## config.mk

```make
export PLATFORM = sky130hd
export DESIGN_NAME = tmr16_bytebus
export DESIGN_NICKNAME = d
export VERILOG_FILES = /design/src/rtl/tmr16_pkg.sv /design/src/rtl/tmr16_tick_sel.sv /design/src/rtl/tmr16_core.sv /design/src/rtl/tmr16_bus.sv /design/src/rtl/tmr16_bytebus.sv
export SDC_FILE = /design/constraint.sdc
export NUM_CORES = 1
export LEC_CHECK = 0
export BUFFER_PORTS_ARGS = -buffer_cell sky130_fd_sc_hd__clkbuf_2
export CAP_MARGIN = 20
export CORE_AREA = 5 5 130 101
export CTS_CLUSTER_SIZE = 12
export DETAILED_ROUTE_END_ITERATION = 8
export DIE_AREA = 0 0 135 106
export HOLD_SLACK_MARGIN = 0.02
export PLACE_DENSITY_LB_ADDON = 0.2
export REMOVE_ABC_BUFFERS = 1
export SKIP_CTS_REPAIR_TIMING = 1
export SLEW_MARGIN = 20
export SYNTH_ARGS = -nofsm -noshare
export SYNTH_HDL_FRONTEND = slang
export SYNTH_SLANG_ARGS = --single-unit
export TNS_END_PERCENT = 10
```

## constraint.sdc

```tcl
create_clock -name clk -period 2.8 [get_ports clk]
set_clock_uncertainty 0.05 [all_clocks]
set_input_delay 0.84 -clock clk [delete_from_list [all_inputs] [get_ports clk]]
set_output_delay 0.84 -clock clk [all_outputs]
set_load 0.03 [all_outputs]
```

## src/rtl/tmr16_pkg.sv

```systemverilog
package tmr16_pkg;
  typedef enum logic [0:0] {
    MODE_FREE = 1'b0,
    MODE_TRI  = 1'b1
  } cnt_mode_e;

  localparam int          CS_W        = 3;
  localparam logic [2:0]  CS_STOP     = 3'd0;
  localparam logic [2:0]  CS_PIN_FALL = 3'd6;
  localparam logic [2:0]  CS_PIN_RISE = 3'd7;
endpackage

```

## src/rtl/tmr16_tick_sel.sv

```systemverilog
module tmr16_tick_sel
  import tmr16_pkg::*;
#(
  parameter int N_PRESC     = 5,
  parameter int SYNC_STAGES = 2
) (
  input  logic               clk,
  input  logic               rst,
  input  logic [CS_W-1:0]    clk_sel,
  input  logic [N_PRESC-1:0] presc_en,
  input  logic               ext_pin,
  output logic               tick
);
  logic [SYNC_STAGES-1:0] sync_q;
  logic                   pin_prev;
  logic                   pin_now;
  logic                   pin_rise;
  logic                   pin_fall;

  always_ff @(posedge clk) begin
    if (rst) begin
      sync_q   <= '0;
      pin_prev <= 1'b0;
    end else begin
      sync_q   <= {sync_q[SYNC_STAGES-2:0], ext_pin};
      pin_prev <= sync_q[SYNC_STAGES-1];
    end
  end

  assign pin_now  = sync_q[SYNC_STAGES-1];
  assign pin_rise = pin_now & ~pin_prev;
  assign pin_fall = ~pin_now & pin_prev;

  always_comb begin
    tick = 1'b0;
    if (clk_sel == CS_PIN_RISE) begin
      tick = pin_rise;
    end else if (clk_sel == CS_PIN_FALL) begin
      tick = pin_fall;
    end else begin
      for (int i = 0; i < N_PRESC; i++) begin
        if (clk_sel == CS_W'(i + 1)) tick = presc_en[i];
      end
    end
  end

  // a pin edge gives a single tick, never two in a row
  p_pin_single_r6: assert property (@(posedge clk) disable iff (rst)
    (clk_sel == CS_PIN_RISE && tick) |=> (clk_sel != CS_PIN_RISE || !tick));
  p_pin_single_fall_r6: assert property (@(posedge clk) disable iff (rst)
    (clk_sel == CS_PIN_FALL && tick) |=> (clk_sel != CS_PIN_FALL || !tick));
endmodule

```

## src/rtl/tmr16_core.sv

```systemverilog
module tmr16_core #(
  parameter int CNT_W = 16
) (
  input  logic             clk,
  input  logic             rst,
  input  logic             tick,
  input  logic             ld_en,
  input  logic [CNT_W-1:0] ld_val,
  input  logic             mode_tri,
  input  logic [CNT_W-1:0] top_val,
  input  logic             ovf_clr,
  output logic [CNT_W-1:0] cnt,
  output logic             dir_down,
  output logic             ovf
);
  localparam logic [CNT_W-1:0] ONE = CNT_W'(1);

  logic [CNT_W-1:0] nxt_cnt;
  logic             nxt_dir;
  logic             ovf_set;
  logic             go_up;

  always_comb begin
    nxt_cnt = cnt;
    nxt_dir = dir_down;
    ovf_set = 1'b0;
    go_up   = 1'b1;
    if (ld_en) begin
      nxt_cnt = ld_val;
    end else if (tick) begin
      if (!mode_tri) begin
        nxt_cnt = cnt + ONE;
        nxt_dir = 1'b0;
        ovf_set = (cnt == '1);
      end else if (top_val == '0 || cnt > top_val) begin
        nxt_cnt = '0;
        nxt_dir = 1'b0;
        ovf_set = 1'b1;
      end else begin
        if (cnt == '0)          go_up = 1'b1;
        else if (cnt == top_val) go_up = 1'b0;
        else                    go_up = ~dir_down;
        nxt_cnt = go_up ? cnt + ONE : cnt - ONE;
        nxt_dir = ~go_up;
        ovf_set = ~go_up && (cnt == ONE);
      end
    end
  end

  always_ff @(posedge clk) begin
    if (rst) begin
      cnt      <= '0;
      dir_down <= 1'b0;
      ovf      <= 1'b0;
    end else begin
      cnt      <= nxt_cnt;
      dir_down <= nxt_dir;
      if (ovf_set)      ovf <= 1'b1;
      else if (ovf_clr) ovf <= 1'b0;
    end
  end

  // a bus load always lands
  p_load_r5: assert property (@(posedge clk) disable iff (rst)
    ld_en |=> cnt == $past(ld_val));
  // free-running step is plus one
  p_free_step_r7: assert property (@(posedge clk) disable iff (rst)
    (!mode_tri && tick && !ld_en) |=> cnt == $past(cnt) + ONE);
  // triangle count stays inside zero..top
  p_tri_range_r8: assert property (@(posedge clk) disable iff (rst)
    (mode_tri && tick && !ld_en && top_val != '0 && cnt <= top_val)
      |=> cnt <= $past(top_val));
  // out-of-range count is cleared by a tick
  p_clear_r9: assert property (@(posedge clk) disable iff (rst)
    (mode_tri && tick && !ld_en && cnt > top_val) |=> (cnt == '0 && ovf));
  // flag keeps its value without tick or clear
  p_ovf_hold_r11: assert property (@(posedge clk) disable iff (rst)
    (!tick && !ovf_clr) |=> ovf == $past(ovf));
endmodule

```

## src/rtl/tmr16_bus.sv

```systemverilog
module tmr16_bus #(
  parameter int DATA_W = 8
) (
  input  logic                clk,
  input  logic                rst,
  input  logic                bus_addr,
  input  logic                bus_wr,
  input  logic                bus_rd,
  input  logic [DATA_W-1:0]   bus_wdata,
  input  logic [2*DATA_W-1:0] cnt,
  output logic                ld_en,
  output logic [2*DATA_W-1:0] ld_val,
  output logic [DATA_W-1:0]   bus_rdata
);
  logic [DATA_W-1:0] temp_q;
  logic              rd_lo;
  logic              rd_hi;

  assign rd_lo  = bus_rd && !bus_wr && !bus_addr;
  assign rd_hi  = bus_rd && !bus_wr && bus_addr;
  assign ld_en  = bus_wr && !bus_addr;
  assign ld_val = {temp_q, bus_wdata};

  always_ff @(posedge clk) begin
    if (rst) begin
      temp_q    <= '0;
      bus_rdata <= '0;
    end else begin
      if (bus_wr && bus_addr) temp_q <= bus_wdata;
      else if (rd_lo)         temp_q <= cnt[2*DATA_W-1:DATA_W];
      if (rd_lo)      bus_rdata <= cnt[DATA_W-1:0];
      else if (rd_hi) bus_rdata <= temp_q;
    end
  end

  // low read returns the live low byte
  p_lo_read_r2: assert property (@(posedge clk) disable iff (rst)
    rd_lo |=> bus_rdata == $past(cnt[DATA_W-1:0]));
  // temporary byte moves only on a high write or a low read
  p_temp_hold_r3: assert property (@(posedge clk) disable iff (rst)
    (!bus_wr && !rd_lo) |=> $stable(temp_q));
  // read data holds without a read
  p_rdata_hold_r3: assert property (@(posedge clk) disable iff (rst)
    !(bus_rd && !bus_wr) |=> $stable(bus_rdata));
endmodule

```

## src/rtl/tmr16_bytebus.sv

```systemverilog
module tmr16_bytebus
  import tmr16_pkg::*;
#(
  parameter int DATA_W      = 8,
  parameter int N_PRESC     = 5,
  parameter int SYNC_STAGES = 2,
  localparam int CNT_W      = 2 * DATA_W
) (
  input  logic               clk,
  input  logic               rst,
  input  logic               bus_addr,
  input  logic               bus_wr,
  input  logic               bus_rd,
  input  logic [DATA_W-1:0]  bus_wdata,
  output logic [DATA_W-1:0]  bus_rdata,
  input  logic [CS_W-1:0]    clk_sel,
  input  logic [N_PRESC-1:0] presc_en,
  input  logic               ext_pin,
  input  logic               mode,
  input  logic [CNT_W-1:0]   top_val,
  input  logic               ovf_clr,
  output logic [CNT_W-1:0]   cnt_value,
  output logic               dir_down,
  output logic               at_top,
  output logic               at_bottom,
  output logic               ovf_flag
);
  cnt_mode_e        mode_e;
  logic             tick;
  logic             ld_en;
  logic [CNT_W-1:0] ld_val;

  assign mode_e = cnt_mode_e'(mode);

  tmr16_tick_sel #(.N_PRESC(N_PRESC), .SYNC_STAGES(SYNC_STAGES)) u_tick (
    .clk(clk), .rst(rst), .clk_sel(clk_sel), .presc_en(presc_en),
    .ext_pin(ext_pin), .tick(tick)
  );

  tmr16_bus #(.DATA_W(DATA_W)) u_bus (
    .clk(clk), .rst(rst), .bus_addr(bus_addr), .bus_wr(bus_wr),
    .bus_rd(bus_rd), .bus_wdata(bus_wdata), .cnt(cnt_value),
    .ld_en(ld_en), .ld_val(ld_val), .bus_rdata(bus_rdata)
  );

  tmr16_core #(.CNT_W(CNT_W)) u_core (
    .clk(clk), .rst(rst), .tick(tick), .ld_en(ld_en), .ld_val(ld_val),
    .mode_tri(mode_e == MODE_TRI), .top_val(top_val), .ovf_clr(ovf_clr),
    .cnt(cnt_value), .dir_down(dir_down), .ovf(ovf_flag)
  );

  assign at_bottom = (cnt_value == '0);
  assign at_top    = (mode_e == MODE_TRI) ? (cnt_value == top_val) : (&cnt_value);

  // a stopped timer only changes through the bus
  p_stop_r6: assert property (@(posedge clk) disable iff (rst)
    (clk_sel == CS_STOP && !ld_en) |=> $stable(cnt_value));
  // high-byte write never moves a stopped count
  p_hi_write_r4: assert property (@(posedge clk) disable iff (rst)
    (bus_wr && bus_addr && clk_sel == CS_STOP) |=> $stable(cnt_value));
endmodule

```

# --- Word-level counts from Yosys, hierarchy flattened ---
# Index checks and enable logic that the tools add are counted.
classes:
  add_sub_neg: 2
  n_lt_le_gt_ge: 1
  n_eq_ne: 10
  muxes: 31
  bitwise_logic: 7
  reduce_logical: 17
op_table:
  columns: ["op", "n"]
  rows:
  - ["two-way mux 16 bit", 5]
  - ["zero test 16 bit", 2]
  - ["two-way mux 8 bit", 4]
  - ["two-way mux 1 bit", 22]
  - ["adder 16 x 1 -> 16 bit (second input constant)", 1]
  - ["== test 16 x 1 -> 1 bit (second input constant)", 1]
  - ["== test 16 bit", 1]
  - ["== test 16 bit (second input constant)", 1]
  - ["greater-than comparator 16 bit", 1]
  - ["AND reduction 16 bit", 1]
  - ["subtractor 16 x 1 -> 16 bit (second input constant)", 1]
  - ["== test 3 bit (second input constant)", 4]
  - ["nonzero test 2 bit", 4]
  - ["== test 3 x 2 -> 1 bit (second input constant)", 2]
  - ["logical AND 1 bit", 6]
  - ["inverter 1 bit", 5]
  - ["== test 3 x 1 -> 1 bit (second input constant)", 1]
  - ["AND 1 bit", 2]
  - ["zero test 1 bit", 2]
  - ["AND reduction 2 bit", 1]
  - ["logical OR 1 bit", 1]
totals:
  regBits: 37
  inputBits: 40
  elab_cells: 75

# --- Depth between registers and ports, before layout ---
# Gate-level depths: netlist of run 1.
logic_depth:
  depth_word: 17
  ltp_mapped: 9

# --- Modules after synthesis ---
# From an unflattened synthesis of run 1, not the netlist that was laid out.
unflattened:
  cells_unflattened: 414
  hier_area_um2: 3310.7
by_module_without_submodules:
  columns: ["module", "n_inst", "cells_each", "area_per_inst_um2", "seq_area_each_um2"]
  rows:
  - ["tmr16_core", 1, 279, 2103.3, 360.3]
  - ["tmr16_bus", 1, 85, 795.8, 320.3]
  - ["tmr16_bytebus", 1, 34, 250.2, 0.0]
  - ["tmr16_tick_sel", 1, 16, 161.4, 60.1]

# --- Worst setup path after synthesis of run 1 ---
# OpenSTA, ideal clock, no wires.
synth_timing:
  path_type: "register -> output"
  from: "reg u_core.cnt[1]"
  to: "out at_top"
  arrival_time_ns: 2.169
  slack_ns: -0.259
  path_stages_with_launch: 6
  path_buffers: 0
  cell_sequence: "dfxtp_1 ha_1 nand4_1 nor2_1 nand4_1 o31ai_1"
synth_via:
  elab_chain_cells: 2
  elab_cells_between_ends: 3
  classes_between: "eq/ne: 1; mux: 1; reduce/logical: 1"
synth_lines:
  columns: ["item", "line", "source"]
  rows:
  - ["start: declaration", "tmr16_core.sv:12", "output logic [CNT_W-1:0] cnt,"]
  - ["start signal: assignment", "tmr16_core.sv:56", "cnt <= nxt_cnt;"]
  - ["== test 16 bit / AND reduction 16 bit (equally long branches)", "tmr16_bytebus.sv:53", "assign at_top = (mode_e == MODE_TRI) ? (cnt_value == top_val) : (&cnt_value);"]
  - ["two-way mux 1 bit *", "tmr16_bytebus.sv:53", null]
  - ["end: declaration", "tmr16_bytebus.sv:24", "output logic at_top,"]
# Mark *: on every way between the ends. The rest lies on a longest branch, timed or not.

# --- Worst setup path after layout of run 1 ---
layout_timing:
  from: "in top_val[2]"
  to: "out at_top"
layout_via:
  elab_chain_cells: 2
layout_lines:
  columns: ["item", "line", "source"]
  rows:
  - ["start: declaration", "tmr16_bytebus.sv:20", "input logic [CNT_W-1:0] top_val,"]
  - ["== test 16 bit", "tmr16_bytebus.sv:53", null]
  - ["two-way mux 1 bit", "tmr16_bytebus.sv:53", null]
# No other way between the ends.

==> results of run 1 <==
## report_power, final
part           leakage (nW)  internal, mW  switching, mW
combinational          1.37         0.208          0.265
sequential            0.304         0.557         0.0356
clock                0.0831         0.445          0.230
total                  1.76          1.21          0.530
## stage by stage
stage | instances | utilization, % | area, µm²
after floorplan | 313 | - | 2640
after global placement | 598 | 30.3 | 3600
after detailed placement | 598 | 30.3 | 3600
after CTS | 606 | 31.8 | 3780
after global routing | 608 | 33.8 | 4010
final | 608 | 33.8 | 4010
## kinds of logic (layout without fill, tap and decap cells)
logic type,count (synthesis),count (layout),synth area share (%)
xor+xnor,14,14,4.46
fa+ha+maj,20,20,9.10
flops,37,37,26.9
mux,25,25,9.60
buf+inv,44,150,6.78
compound gates,77,77,19.6
simple gates,119,119,23.5
## flip-flops by register name (all words and copies together), names as in the netlist
signal	cells
u_tick.sync_q	2
u_tick.pin_prev	1
u_bus.bus_rdata	8
u_core.ovf	1
u_core.dir_down	1
u_bus.temp_q	8
u_core.cnt	16
## worst register-to-register path, stage by stage, from the launching register on
cell     delay (ns)
dfxtp_2        0.37
inv_1          0.12
buf_4          0.18
ha_1           0.22
or3b_1         0.36
o41a_1         0.37
o21ai_4        0.15
buf_4          0.18
mux2i_1        0.22
xor2_1         0.16
o21ai_1        0.06
## synthesized netlist by cell type, drive strengths merged (7+ instances only)
library cell,number
a211oi,9
a21oi,9
a22oi,14
a311oi,9
clkbuf,17
dfxtp,37
ha,20
inv,21
mux2i,23
nand2,20
nand3,14
nand4,7
nor2,25
nor2b,8
nor3,7
nor4,7
o21ai,18
xnor2,7
xor2,7
## placed cells by master, fill, tap and decap left out, types with 12 or more instances in the layout
cell type	n
nor2_1	24
clkbuf_2	58
nand3_1	14
nand2_1	20
dfxtp_1	35
o21ai_1	15
buf_4	53
inv_1	12
mux2i_1	23
a22oi_1	14
## final timing paths
| check | from | end | slack [ns] | depth (start not counted) |
|---|---|---|---|---|
| max reg2reg | u_core.cnt[0] | u_core.cnt[10] | 0.23 | 10 |
| min reg2reg | u_tick.sync_q[0] | u_tick.sync_q[1] | 0.39 | 1 |
| max | top_val[2] | at_top | -0.15 | 8 |
| min | u_tick.sync_q[0] | u_tick.sync_q[1] | 0.39 | 1 |
## layer usage
layer	vias to the layer above	global-route usage [%]
li1	1462	-
met1	1333	20.4
met2	84	19.5
met3	4	2.84
met4	0	2.16
met5	-	0
## cell type report
type / count / area (µm²)
Clock buffer: 6 / 139
Clock inverter: 2 / 37.5
Sequential cell: 37 / 743
Multi-Input combinational cell: 255 / 1980
Inverter: 21 / 81.3
Timing Repair Buffer: 121 / 816
Tap cell: 166 / 208
Fill cell: 1261 / 7860
==> flow_metrics.env, run 1 <==
export IMPL_portBuffers=67
export IMPL_gr_total_overflow=0
export IMPL_finalHoldViolCount=0
export IMPL_path_cells="buf_8 > inv_4 > ha_4 > nand4_1 > nor4_2 > nand2_1 > o31ai_2 > buf_4"
export IMPL_cts_sinks=37
export IMPL_drive_gt1_share_pct=36.7
export IMPL_ys_seq_area_share_pct=26.9
export IMPL_grt_antenna_before_repair=0
export IMPL_fin_hold_ws_ns=0.392
export IMPL_critical_path_class="in2out"
export IMPL_cts_tree="built"
export IMPL_hold_path_class="reg2reg"
export IMPL_highest_layer="met4"
export IMPL_power_density_mw_per_mm2=434
export IMPL_grt_max_degree=19
export IMPL_wire_per_inst_um=16.3
export IMPL_synth_top_area_cell="dfxtp_1"
export IMPL_worstMarginPinSlew_ns=0.489
export IMPL_cp_num_buf_inv=3
export IMPL_pre_cts_ws_ns=-0.279
export IMPL_status="finished, violations left"
export IMPL_rsz0062_at_grt="yes"
export IMPL_totalWireLength_um=9910
export IMPL_drtPass1Iterations=4
export IMPL_viasPerCell=4.74
export IMPL_yosysWarnings=0
export IMPL_max_stage_delay_ns=0.32
export IMPL_netlist_area_mm2=0.00275
export IMPL_p_total_mw=1.74
export IMPL_clk_pin_slew_ns=0.06
export IMPL_setup_ws_ns=-0.149
export IMPL_cp_max_fo=2
export IMPL_synth_top_area_share_pct=26.9
export IMPL_area_growth_pct=45.8
export IMPL_worst_endpoint_required_ns=1.91
export IMPL_power_leakage_nw=1.76
export IMPL_async_flop_share_pct=0
export IMPL_wl_met1_um=4870
export IMPL_synth_area_leaders="dfxtp_1 (27%), ha_1 (9.1%), mux2i_1 (8.4%)"
export IMPL_startpoint_type="input port"
export IMPL_gp_congestion=0.825
export IMPL_cp_arrival_ns=2.06
export IMPL_endpoint_kind="output pin"
export IMPL_root_buffer="clkbuf_16"
export IMPL_drtIter0Drc=271
export IMPL_peakVddDrop_mv=0.207
export IMPL_slew_viol_final=0
export IMPL_dr_wl_met2_um=4160
export IMPL_slew_headroom_pct=67.0
export IMPL_layout_nets=501
export IMPL_antenna_cells=0
export IMPL_ys_types=55
export IMPL_num_vias=2883
export IMPL_cp_slowest_cell="nor4_2"
export IMPL_finalSetupTns_ns=-0.149
export IMPL_ant_nets=0
export IMPL_max_freq_mhz=339
export IMPL_cts_buffers=5
export IMPL_die_y_um=106
export IMPL_avgSynthCellArea_um2=8.18
export IMPL_clock_path_buffers=2
export IMPL_violations="setup timing"
export IMPL_syn_inst=336
export IMPL_die_area_mm2=0.0143
export IMPL_grt_pass1_wl_um=15300
export IMPL_core_area_mm2=0.0119
export IMPL_grt_pass1_vias=2862
export IMPL_post_route_period_util_pct=105
export IMPL_fin_crit_ns=2.95
export IMPL_ys_seq_elements=37
export IMPL_clock_latency_ns=0.28
export IMPL_dpl_hpwl_um=7940
export IMPL_rows=35
export IMPL_h_tree_depth=2
export IMPL_route_detailed_drc=0
export IMPL_setup_viol_count_final=1
export IMPL_synth_edf_count=0
export IMPL_crit_family="simple AND/OR/NAND/NOR gates"
export IMPL_synth_top_flop_cell="dfxtp_1"
export IMPL_start_util_pct=23.2
export IMPL_drv_cap=0
export IMPL_fp_dieW_um=135
export IMPL_track_usage_pct=13.4
export IMPL_ios=68
export IMPL_met3WireLength_um=831
Note: power is estimated with default switching activity, not from simulation.
==> inputs of run 2 (changes only) <==
- ABC_AREA: not set -> 1
- BUFFER_PORTS_ARGS: -buffer_cell sky130_fd_sc_hd__clkbuf_2 -> not set
- CORE_AREA: 5 5 130 101 -> 5 5 141 109
- DIE_AREA: 0 0 135 106 -> 0 0 146 114
- DONT_BUFFER_PORTS: not set -> 1
- TNS_END_PERCENT: 10 -> 100
==> flow_metrics.env, run 2 <==
export IMPL_root_buffer="clkbuf_16"
export IMPL_final_cells=728
export IMPL_ys_types=32
export IMPL_drive_gt1_share_pct=26.3
export IMPL_area_growth_pct=30.5
export IMPL_netlist_area_mm2=0.00326
export IMPL_slew_headroom_pct=58.0
export IMPL_power_leakage_nw=1.74
export IMPL_critical_path_class="in2out"
export IMPL_p_clk_share_pct=39.0
export IMPL_track_usage_pct=14.6
export IMPL_switchingPower_mw=0.598
export IMPL_viasPerCell=4.73
export IMPL_largest_reg_flops=16
export IMPL_rows=38
export IMPL_die_y_um=114
export IMPL_gp_congestion=0.893
export IMPL_grt_max_degree=38
export IMPL_yosysWarnings=0
export IMPL_antenna_cells=0
export IMPL_worstMarginPinSlew_ns=0.628
export IMPL_post_route_period_util_pct=98.0
export IMPL_setup_viol_count_final=0
export IMPL_ys_seq_area_share_pct=22.7
export IMPL_status="completed"
export IMPL_post_place_cells=713
export IMPL_worst_endpoint_required_ns=1.91
export IMPL_setup_ws_ns=0.0557
export IMPL_cts_buffers=5
export IMPL_p_int_mw=1.18
export IMPL_gr_total_overflow=0
export IMPL_power_density_mw_per_mm2=417
export IMPL_grt_pass1_wl_um=18900
export IMPL_avgSynthCellArea_um2=6.39
export IMPL_clock_latency_ns=0.29
export IMPL_synth_top_area_share_pct=22.7
export IMPL_drv_cap=0
export IMPL_clk_pin_slew_ns=0.06
export IMPL_ys_seq_elements=37
export IMPL_dpl_hpwl_um=9770
export IMPL_async_flop_share_pct=0
export IMPL_die_area_mm2=0.0166
export IMPL_mostFrequentLayoutCell="nand2_1"
export IMPL_cts_sinks=37
export IMPL_startpoint_type="input port"
export IMPL_synth_top_flop_cell="dfxtp_1"
export IMPL_grt_pass1_vias=3260
export IMPL_n_fill_cell=1513
export IMPL_h_tree_depth=2
export IMPL_layout_nets=607
export IMPL_num_vias=3443
export IMPL_layout_common_cells="nand2_1 (87), inv_1 (66), nor2_1 (48), buf_4 (48), a21oi_1 (44)"
export IMPL_grt_antenna_before_repair=0
export IMPL_route_detailed_drc=0
export IMPL_synth_edf_count=0
export IMPL_pre_cts_ws_ns=-0.133
export IMPL_max_freq_mhz=364
export IMPL_yosysMostFrequentCell="nand2_1"
export IMPL_cp_max_fo=2
export IMPL_peakVddDrop_mv=0.195
export IMPL_p_seq_share_pct=33.2
export IMPL_p_total_mw=1.78
export IMPL_cts_tree="built"
export IMPL_syn_inst=510
export IMPL_largestRegisters="u_core.cnt (16), u_bus.bus_rdata (8), u_bus.temp_q (8)"
export IMPL_clock_path_buffers=2
export IMPL_start_util_pct=23.2
export IMPL_synth_top_area_cell="dfxtp_1"
export IMPL_p_comb_share_pct=27.8
export IMPL_endpoint_kind="output pin"
export IMPL_totalWireLength_um=12600
export IMPL_wire_per_inst_um=17.3
export IMPL_top_register="u_core.cnt"
export IMPL_switching_share_pct=33.7
export IMPL_cp_arrival_ns=1.85
export IMPL_core_area_mm2=0.0140
export IMPL_synthTopCellsByCount="nand2_1 (96), inv_1 (79), nor2_1 (51)"
export IMPL_ios=68
export IMPL_hold_path_class="reg2reg"
export IMPL_drtIter0Drc=215
export IMPL_fin_crit_ns=2.74
export IMPL_drtPass1Iterations=4
export IMPL_finalHoldViolCount=0
export IMPL_synth_area_leaders="dfxtp_1 (23%), nand2_1 (11%), inv_1 (9.1%)"
export IMPL_ant_nets=0
export IMPL_slew_viol_final=0
export IMPL_fp_dieW_um=146
export IMPL_portBuffers=0
run 2: changes by cell type after synthesis, moves of 15 or more:
| cell | change |
|---|---|
| nand2_1 | +76 |
| nand3_1 | +23 |
| o21ai_1 | -16 |
| o21ai_0 | +15 |
| a21oi_1 | +35 |
| inv_1 | +60 |
| mux2i_1 | -23 |
| o22ai_1 | +15 |
| nor2_1 | +26 |
run 2: logic make-up after synthesis:
group	count (synthesis)	share of synthesized area, %
XOR/XNOR	17	4.57
adder cells (fa/ha/maj)	20	7.68
AO/OA/AOI/OAI	103	19.2
buffers and inverters	108	14.3
flip-flops	37	22.7
AND/OR/NAND/NOR	225	31.5
run 2: routing by layer:
metal  global-route usage [%]  up-vias  wire, µm
li1                         -     1734         -
met1                     22.1     1603      6380
met2                     21.2       94      5340
met3                     3.57       12       762
met4                     2.63        0        98
met5                        0        -         0
run 2: through the flow:
stage	TNS (ns)	utilization, %	hold WS (ns)	instance area, µm²
floorplan	-0.346	-	0.338	3120
global placement	-0.130	26.4	0.345	3700
detailed placement	-0.133	26.4	0.344	3700
CTS	-0.153	27.7	0.353	3880
global route	-0.0217	30.3	0.374	4250
finish	0	30.3	0.351	4250
run 2: power by group through the flow:
stage / registers [mW] / logic [mW] / clock network [mW]
6_report: 0.590 / 0.493 / 0.693
5_1_grt: 0.593 / 0.546 / 0.733
4_1_cts: 0.584 / 0.441 / 0.711
3_5_place_dp: 0.596 / 0.440 / 0
3_3_place_gp: 0.596 / 0.435 / 0
2_1_floorplan: 0.625 / 0.270 / 0
run 2: final timing paths:
kind	slack, ns	end	start	cells after the start
max reg2reg	0.41	u_core.cnt[12]	u_core.cnt[0]	16
min	0.35	u_tick.sync_q[1]	u_tick.sync_q[0]	2
max	0.06	at_top	top_val[12]	9
min reg2reg	0.35	u_tick.sync_q[1]	u_tick.sync_q[0]	2
run 2: area by class of cell:
type                    count  area (µm²)  area share [%]
clock buffers               6         139            3.27
clock inverters             2        37.5           0.883
inverters                  86         328            7.71
multi-input cells         365        2350            55.2
flip-flops and latches     37         746            17.5
well taps                 180         225            5.30
repair buffers             52         432            10.2
run 2: worst max-delay path: stages:
cell     delay, ns
inv_2         0.02
ha_4          0.26
nand2_4       0.05
nor2_4        0.11
nand2_2       0.09
nor2_2        0.10
inv_2         0.07
o21ai_4       0.16
buf_6         0.15
==> inputs of run 3 (changes only) <==
- CORE_AREA: 5 5 141 109 -> 5 5 127 99
- DIE_AREA: 0 0 146 114 -> 0 0 132 104
==> flow_metrics.env, run 3 (synthesized netlist as in run 2, its figures left out) <==
export IMPL_h_tree_depth=2
export IMPL_setup_viol_count_final=0
export IMPL_wl_met1_um=5700
export IMPL_slew_headroom_pct=57.5
export IMPL_post_route_period_util_pct=97.8
export IMPL_wire_per_inst_um=16.9
export IMPL_slew_viol_final=0
export IMPL_mostFrequentLayoutCell="nand2_1"
export IMPL_dr_wl_met2_um=4980
export IMPL_fin_hold_ws_ns=0.349
export IMPL_largest_reg_flops=16
export IMPL_pre_cts_ws_ns=-0.0382
export IMPL_worst_hold_path_num_cells=2
export IMPL_utilization_pct=35.0
export IMPL_top_register="u_core.cnt"
export IMPL_die_area_mm2=0.0137
export IMPL_grt_pass1_wl_um=17800
export IMPL_layout_nets=600
export IMPL_drive_gt1_share_pct=20.2
export IMPL_status="completed"
export IMPL_start_util_pct=28.9
export IMPL_finalHoldViolCount=0
export IMPL_cts_sinks=37
export IMPL_final_cells=684
export IMPL_grt_pass1_vias=3103
export IMPL_worst_r2r_path_depth=13
export IMPL_gr_total_overflow=0
export IMPL_worstHoldEndpoint="u_tick.sync_q[1]"
export IMPL_num_vias=3369
export IMPL_clock_latency_ns=0.29
export IMPL_die_y_um=104
export IMPL_power_leakage_nw=1.68
export IMPL_startpoint_type="input port"
export IMPL_grt_max_degree=38
export IMPL_r2r_slack_ns=0.46
export IMPL_dpl_hpwl_um=9070
export IMPL_portBuffers=0
export IMPL_route_detailed_drc=0
export IMPL_hold_path_class="reg2reg"
export IMPL_r2r_start="u_core.cnt[1]"
export IMPL_fin_crit_ns=2.74
export IMPL_endpoint_kind="output pin"
export IMPL_drtIter0Drc=253
export IMPL_finalSetupTns_ns=0
export IMPL_worstMarginPinSlew_ns=0.635
export IMPL_layout_common_cells="nand2_1 (92), inv_1 (77), nor2_1 (50), a21oi_1 (44), buf_4 (42)"
export IMPL_ant_nets=0
export IMPL_dpl_instance_area_mm2=0.00364
export IMPL_gp_congestion=0.913
export IMPL_met3WireLength_um=772
export IMPL_drtPass1Iterations=4
export IMPL_clock_path_buffers=2
export IMPL_viasPerCell=4.93
export IMPL_p_total_mw=1.62
export IMPL_n_fill_cell=1233
export IMPL_core_area_mm2=0.0113
export IMPL_highest_layer="met4"
export IMPL_cts_buffers=5
export IMPL_ios=68
export IMPL_drv_cap=0
export IMPL_post_place_cells=674
export IMPL_worst_endpoint_required_ns=1.91
export IMPL_rows=34
export IMPL_cp_max_fo=2
export IMPL_hold_start="u_tick.sync_q[0]"
export IMPL_rr_endpoint="u_core.cnt[14]"
export IMPL_antenna_cells=0
export IMPL_peakVddDrop_mv=0.208
export IMPL_cp_arrival_ns=1.85
export IMPL_totalWireLength_um=11600
export IMPL_grt_antenna_before_repair=0
export IMPL_track_usage_pct=16.4
export IMPL_max_freq_mhz=365
export IMPL_fp_dieW_um=132
export IMPL_postLayoutCellArea_mm2=0.00395
export IMPL_setup_ws_ns=0.0622
export IMPL_largestRegisters="u_core.cnt (16), u_bus.bus_rdata (8), u_bus.temp_q (8)"
export IMPL_power_density_mw_per_mm2=410
export IMPL_root_buffer="clkbuf_16"
export IMPL_clk_pin_slew_ns=0.06
export IMPL_critical_path_class="in2out"
export IMPL_cts_tree="built"
export IMPL_area_growth_pct=21.2
[run 3: cell types whose count changed in the layout (fill, tap and decap cells not counted), sizes merged]
| cell | previous run | this run |
|---|---|---|
| clkbuf | 6 | 7 |
| bufinv | 1 | 0 |
| buf | 52 | 45 |
| clkinvlp | 1 | 0 |
[run 3: final cells by class]
class | count | area [µm²] | area share (%)
multi-input cells | 365 | 2190 | 55.5
flip-flops and latches | 37 | 743 | 18.8
repair buffers | 45 | 367 | 9.28
inverters | 86 | 323 | 8.17
well taps | 144 | 180 | 4.56
clock buffers | 7 | 143 | 3.61
[run 3: metal layers]
layer  global-route usage (%)  vias up
met5                        0        -
met4                     3.08        0
met3                     4.26        8
met2                     24.0       83
met1                     24.1     1560
li1                         -     1718
[run 3: power breakdown]
| part | total, mW | internal, mW | switching [mW] |
|---|---|---|---|
| Clock | 0.579 | 0.350 | 0.229 |
| Sequential | 0.587 | 0.555 | 0.0323 |
| Combinational | 0.452 | 0.158 | 0.294 |
| Total | 1.62 | 1.06 | 0.555 |
[run 3: worst max path at each step]
stage / cells after the start / slack (ns) / from / endpoint
after global placement: 9 / -0.07 / top_val[15] / at_top
after floorplan: 8 / -0.35 / top_val[11] / at_top
final: 9 / 0.06 / top_val[10] / at_top
after global routing: 10 / -0.002 / u_core.cnt[0] / at_top
after detailed placement: 9 / -0.04 / top_val[15] / at_top
after CTS: 10 / -0.08 / u_core.cnt[0] / at_top
[run 3: critical path: stages]
cell	delay [ns]
inv_1	0.05
ha_4	0.26
nand2_1	0.06
nor2_2	0.12
nand2_2	0.07
nor2_1	0.08
inv_1	0.07
o21ai_2	0.15
buf_6	0.15
